### src/rtl/burst_col_pkg.sv
package burst_col_pkg;
    typedef enum logic [2:0] {
        BLEN_1    = 3'd0,
        BLEN_2    = 3'd1,
        BLEN_4    = 3'd2,
        BLEN_8    = 3'd3,
        BLEN_PAGE = 3'd7
    } blen_code_e;
endpackage

### src/rtl/burst_len_decode.sv
module burst_len_decode
    import burst_col_pkg::*;
#(
    parameter int COL_W   = 8,
    parameter int LEN_W   = 3,
    parameter int MAX_LOG = 3
) (
    input  logic [LEN_W-1:0] len_code,
    input  logic             ilv_req,
    output logic [COL_W-1:0] mask,
    output logic             full,
    output logic             ilv_eff
);
    always_comb begin
        full    = (len_code == LEN_W'(BLEN_PAGE));
        mask    = '0;
        if (full) begin
            mask = '1;
        end else if (int'(len_code) <= MAX_LOG) begin
            for (int i = 0; i < COL_W; i++) begin
                mask[i] = (i < int'(len_code));
            end
        end
        // page length has no interleave form: fall back to sequential
        ilv_eff = ilv_req & ~full;
    end
endmodule

### src/rtl/burst_addr_calc.sv
module burst_addr_calc #(
    parameter int COL_W = 8
) (
    input  logic [COL_W-1:0] base,
    input  logic [COL_W-1:0] cnt,
    input  logic [COL_W-1:0] mask,
    input  logic             ilv,
    output logic [COL_W-1:0] col
);
    logic [COL_W-1:0] off;

    always_comb begin
        off = ilv ? (base ^ cnt) : (base + cnt);
    end

    for (genvar b = 0; b < COL_W; b++) begin : g_bit
        assign col[b] = mask[b] ? off[b] : base[b];
    end
endmodule

### src/rtl/burst_col_gen.sv
module burst_col_gen
    import burst_col_pkg::*;
#(
    parameter int COL_W   = 8,
    parameter int LEN_W   = 3,
    parameter int MAX_LOG = 3
) (
    input  logic             clk,
    input  logic             rst_n,
    input  logic             start_i,
    input  logic [COL_W-1:0] start_col_i,
    input  logic [LEN_W-1:0] len_code_i,
    input  logic             ilv_i,
    input  logic             stop_i,
    output logic [COL_W-1:0] col_o,
    output logic             valid_o
);
    typedef struct packed {
        logic             active;
        logic             full;
        logic             ilv;
        logic [COL_W-1:0] base;
        logic [COL_W-1:0] cnt;
        logic [COL_W-1:0] mask;
    } gen_state_t;

    gen_state_t       st_d, st_q;
    logic [COL_W-1:0] dec_mask;
    logic             dec_full;
    logic             dec_ilv;
    logic [COL_W-1:0] calc_col;

    burst_len_decode #(
        .COL_W  (COL_W),
        .LEN_W  (LEN_W),
        .MAX_LOG(MAX_LOG)
    ) len_dec_i (
        .len_code(len_code_i),
        .ilv_req (ilv_i),
        .mask    (dec_mask),
        .full    (dec_full),
        .ilv_eff (dec_ilv)
    );

    burst_addr_calc #(
        .COL_W(COL_W)
    ) addr_calc_i (
        .base(st_q.base),
        .cnt (st_q.cnt),
        .mask(st_q.mask),
        .ilv (st_q.ilv),
        .col (calc_col)
    );

    always_comb begin
        st_d = st_q;
        if (start_i) begin
            st_d.active = 1'b1;
            st_d.full   = dec_full;
            st_d.ilv    = dec_ilv;
            st_d.base   = start_col_i;
            st_d.cnt    = '0;
            st_d.mask   = dec_mask;
        end else if (st_q.active) begin
            if (stop_i) begin
                st_d.active = 1'b0;
            end else if (!st_q.full && (st_q.cnt == st_q.mask)) begin
                st_d.active = 1'b0;
            end else begin
                st_d.cnt = st_q.cnt + 1'b1;
            end
        end
    end

    always_ff @(posedge clk or negedge rst_n) begin
        if (!rst_n) begin
            st_q <= '0;
        end else begin
            st_q <= st_d;
        end
    end

    assign valid_o = st_q.active;
    assign col_o   = st_q.active ? calc_col : '0;

    p_idle_zero_r1: assert property (@(posedge clk) disable iff (!rst_n)
        !valid_o |-> (col_o == '0));

    p_start_first_r2: assert property (@(posedge clk) disable iff (!rst_n)
        start_i |=> (valid_o && col_o == $past(start_col_i)));

    p_last_beat_r3: assert property (@(posedge clk) disable iff (!rst_n)
        (valid_o && !st_q.full && !start_i && !stop_i && st_q.cnt == st_q.mask)
        |=> !valid_o);

    p_upper_fixed_r6: assert property (@(posedge clk) disable iff (!rst_n)
        (valid_o && $past(valid_o) && !$past(start_i))
        |-> ((col_o & ~st_q.mask) == ($past(col_o) & ~st_q.mask)));

    p_page_step_r7: assert property (@(posedge clk) disable iff (!rst_n)
        (valid_o && st_q.full && !start_i && !stop_i)
        |=> (valid_o && col_o == $past(col_o) + 1'b1));

    p_stop_ends_r9: assert property (@(posedge clk) disable iff (!rst_n)
        (stop_i && !start_i) |=> !valid_o);
endmodule

### config.mk
export PLATFORM = sky130hd
export DESIGN_NAME = burst_col_gen
export DESIGN_NICKNAME = d
export VERILOG_FILES = /design/src/rtl/burst_col_pkg.sv /design/src/rtl/burst_len_decode.sv /design/src/rtl/burst_addr_calc.sv /design/src/rtl/burst_col_gen.sv
export SDC_FILE = /design/constraint.sdc
export NUM_CORES = 1
export LEC_CHECK = 0
export ABC_AREA = 1
export CORE_ASPECT_RATIO = 0.7
export CORE_MARGIN = 4
export CORE_UTILIZATION = 45
export CTS_CLUSTER_DIAMETER = 120
export DETAILED_ROUTE_END_ITERATION = 16
export DONT_BUFFER_PORTS = 1
export PLACE_DENSITY = 0.66
export SYNTH_ARGS = -nofsm -noshare
export SYNTH_HDL_FRONTEND = slang
export SYNTH_SLANG_ARGS = --single-unit
export TNS_END_PERCENT = 100
### constraint.sdc
create_clock -name clk -period 3.34 [get_ports clk]
set_input_delay 0.668 -clock clk [delete_from_list [all_inputs] [get_ports clk]]
set_output_delay 0.668 -clock clk [all_outputs]
set_load 0.02 [all_outputs]
After elaboration in Yosys (flattened, before gate mapping):

Index checks and enable logic that the tools add are counted.

* input bits: 16
* register bits after elaboration: 27
* word-level logic and storage cells: 47
* output and inout port bits: 9

* magnitude comparators: 8
* reductions and logical operators: 4
* eq/ne operators: 4
* add/subtract/negate cells: 2
* muxes and demuxes: 20
* bitwise logic cells: 3

Operators with widths (count)
* two-way mux 8 bit: 7
* two-way mux 1 bit: 12
* less-than comparator 3 bit (first input constant): 3
* adder 8 x 1 -> 8 bit (second input constant): 1
* adder 8 bit: 1
* == test 8 bit: 1
* XOR 8 bit: 1
* two-way mux 7 bit: 1
* less-than comparator 1 x 3 -> 1 bit (first input constant): 2
* less-than comparator 2 x 3 -> 1 bit (first input constant): 2
* inequality test 2 bit (second input constant): 2
* == test 3 bit (second input constant): 1
* less-or-equal comparator 3 x 2 -> 1 bit (second input constant): 1
* AND reduction 3 bit: 1
* nonzero test 2 bit: 1
* AND 1 bit: 1
* logical AND 1 bit: 1
* logical NOT 1 bit: 1
* inverter 1 bit: 1

Longest topological paths before layout:

* depth after elaboration: 6
* mapped depth: 11
* depth with buffers taken out: 11

Modules after synthesis:

From an unflattened synthesis, not the netlist that was laid out.

* cells, all modules: 288
* area, all modules: 1938.1 sq um

Modules (own cells, without submodules)
* burst_col_gen: area each 1431.4 sq um, times used 1, seq. area each 675.6 sq um, cells an instance 195
* burst_addr_calc: area each 437.9 sq um, times used 1, seq. area each 0.0 sq um, cells an instance 78
* burst_len_decode: area each 68.8 sq um, times used 1, seq. area each 0.0 sq um, cells an instance 15

Worst setup path before layout:

OpenSTA, ideal clock, no wires.

* path kind: register to output
* from: register st_q[8] (netlist name)
* to: output port col_o[1]
* cell stages (with the launch flop): 5
* required time: 2672 ps
* path slack: 889 ps
* arrival time: 1783 ps
* path buffers: 0
* path through: dfrtp_1 > ha_1 > fa_1 > nand2_1 > a221oi_1

* cells in the longest elaborated chain, start to end: 4

Ends and longest elaborated chain
* start: declaration: line burst_col_gen.sv:27 `gen_state_t st_d, st_q;`
* start signal: assignment: line burst_col_gen.sv:79 `st_q <= st_d;`
* adder 8 bit: line burst_addr_calc.sv:13 `off = ilv ? (base ^ cnt) : (base + cnt);`
* two-way mux 8 bit: line burst_addr_calc.sv:13
* two-way mux 1 bit: line burst_addr_calc.sv:17 `assign col[b] = mask[b] ? off[b] : base[b];`
* two-way mux 8 bit: line burst_col_gen.sv:84 `assign col_o = st_q.active ? calc_col : '0;`
* end: declaration: line burst_col_gen.sv:15 `output logic [COL_W-1:0] col_o,`

No other way between the ends.

Worst setup path in the final report:

* from: register st_q[8] (netlist name)
* to: output port col_o[6]

The elaborated chain is that of the path after synthesis.

==> qor.yml <==
status: "finished clean"
syn_area_per_cell_sq_um: 7.24
hold_violations: 0
synth_area_sq_um: 1690
cts_resized: 0
worstPathRequired_ns: 2.67
dieHeight_microns: 59.3
min_period_over_period: 0.849
port-buffer-count: 0
max_slew_margin: 0.513
clock-sinks: 26
clk_latency_ns: 0.27
core_area_sq_um: 3580
syn_nets: 259
drt_iter0_markers: 94
grt_pass1_wl_mm: 6.47
ioPinCount: 25
drc: 0
antenna_found_initial: 0
slowest_stage: "dfrtp_1"
path_cells: "ha_1 > fa_1 > nand3_1 > nand2_1 > nand4_1 > nand3_1 > nand2_1 > nor2_1 > nor2_1"
startpoint_type: "register"
post_cts_buffers: 0
pre_cts_ws_ns: 0.841
fin_skew_ns: 0.00446
layout-drive-gt1-share: 0.0426
ir_drop_uv: 222
num_vias: 1458
place.gp.congestion: 0.854
cts_tree: "yes"
timing.setup.tns_ns: 0
initial_utilization: 0.473
rsz0062_at_grt: "no"
cts_made_buffers: 3
worstMarginPinSlew_ns: 0.726
period_minus_slack_ns: 2.83
crit_path_max_incr_delay_ns: 0.46
grt_remaining_overflow: 0
syn2layout_area_growth_pct: 6.20
cts_max_level: 1
grt_pass1_vias: 1314
ant_nets: 0
cp_data_arrival_time_ns: 2.17
post_drt_wl_per_cell_microns: 13.4
worst_slack_ns: 0.505
clockBufferDepth: 2
cp-end-kind: "output port"
die_area_sq_um: 4830
die_w_microns: 81.3
setup_viol: 0
cts-root-buf: "clkbuf_8"
leakagePower_nw: 0.963
n_antenna_cell: 0
postSynthCellCount: 234
yosysSeqAreaShare: 0.384
synth.distinct_cells: 24
clk_pin_slew_ns: 0.09
synth_seq_cells: 26
cellPowerDensity_nw_per_um2: 385
path_max_fanout: 6
maxCapViolations: 0
wirelength_mm: 3.83
grt_use_total: 0.176
firstDrtPassIters: 4
hold_path.class: "in2async"
fin_nets: 261
row_count: 18
vias_per_cell: 5.12
place_hpwl_mm: 2.82
post-route-util: 0.502
whs_ns: 0.0760
grt_max_degree: 27
drv_slew: 0
hold_buffers: 0
yosys_warnings: 0
crit_type: "reg2out"
max_freq_ghz: 0.353
-- synthesized netlist by cell type --
cell	instances	area [sq um]
nand2_1	68	255
inv_1	34	128
dfrtp_1	26	651
o21ai_0	19	95.1
nor2_1	16	60.1
nand3_1	15	75.1
nand4_1	12	75.1
a21oi_1	10	50.1
ha_1	8	100
xor2_1	8	70.1
a22oi_1	2	15.0
clkbuf_1	2	7.51
nor3_1	2	10.0
xnor2_1	2	17.5
a221oi_1	1	8.76
buf_2	1	5.00
clkbuf_4	1	7.51
clkinv_1	1	3.75
fa_1	1	20.0
nand2_2	1	6.26
nand2_4	1	11.3
nor2_2	1	6.26
nor3_2	1	10.0
or2_2	1	6.26
-- final cells by class --
cell class                      instances  area, sq um
Sequential cell                        26          651
Multi-Input combinational cell        169          892
Fill cell                             353         1780
Tap cell                               50         62.6
Inverter                               35          131
Timing Repair Buffer                    1         7.51
Clock buffer                            4         55.1
-- report_power, final --
group | internal, mW | leakage, nW | switching, mW
registers | 0.335 | 0.334 | 0.0231
clock network | 0.106 | 0.0288 | 0.102
logic | 0.0412 | 0.600 | 0.0855
total | 0.481 | 0.963 | 0.211
-- sequential cells by signal, indices dropped and copies added, names as in the netlist --
register,count
st_q,25
valid_o,1
-- through the flow --
stage | instances | area [sq um] | total power, mW
global placement | 281 | 1740 | 0.489
finish | 285 | 1800 | 0.692
detailed placement | 281 | 1740 | 0.490
global route | 285 | 1800 | 0.738
floorplan | 234 | 1690 | 0.463
CTS | 285 | 1800 | 0.702
-- cell families after synthesis --
logic type / Yosys count / share of synthesized area
XOR/XNOR: 10 / 0.0517
buffers and inverters: 39 / 0.0894
adder cells (fa/ha/maj): 9 / 0.0709
flip-flops: 26 / 0.384
AO/OA/AOI/OAI: 32 / 0.0997
AND/OR/NAND/NOR: 118 / 0.304
-- critical path, delay by kind of cell, from the launching register on --
kind / cells / cell delay [ns]
AND/OR/NAND/NOR: 7 / 0.78
adder cells (fa/ha/maj): 2 / 0.64
flip-flops: 1 / 0.46
-- layer usage --
| metal | track usage | wire length [microns] | vias to the layer above |
|---|---|---|---|
| li1 | - | - | 757 |
| met1 | 0.272 | 2070 | 669 |
| met2 | 0.241 | 1540 | 28 |
| met3 | 0.0502 | 188 | 4 |
| met4 | 0.0337 | 29 | 0 |
| met5 | 0 | 0 | - |
-- worst paths after layout --
check | from | end | slack [ns] | depth (start not counted)
setup / recovery | st_q[8] | col_o[6] | 0.51 | 9
hold / removal | rst_n | st_q[6] | 0.08 | 0
setup reg to reg | valid_o | st_q[8] | 1.66 | 5
hold reg to reg | st_q[23] | st_q[23] | 0.53 | 2
max in group asynchronous | rst_n | st_q[11] | 3.18 | 0
min in group clk | start_i | st_q[2] | 0.48 | 1
-- placed cells by master, fill, tap and decap left out, drive strengths merged --
| cell type | instances |
|---|---|
| o21ai | 19 |
| nor2 | 17 |
| clkbuf | 4 |
| a22oi | 2 |
| a21oi | 10 |
| nand2 | 70 |
| ha | 8 |
| a221oi | 1 |
| fa | 1 |
| xor2 | 8 |
| clkinv | 1 |
| nand4 | 12 |
| buf | 1 |
| nor3 | 3 |
| xnor2 | 2 |
| dfrtp | 26 |
| nand3 | 15 |
| or2 | 1 |
| inv | 34 |
Power figures use the tool's default switching activity.
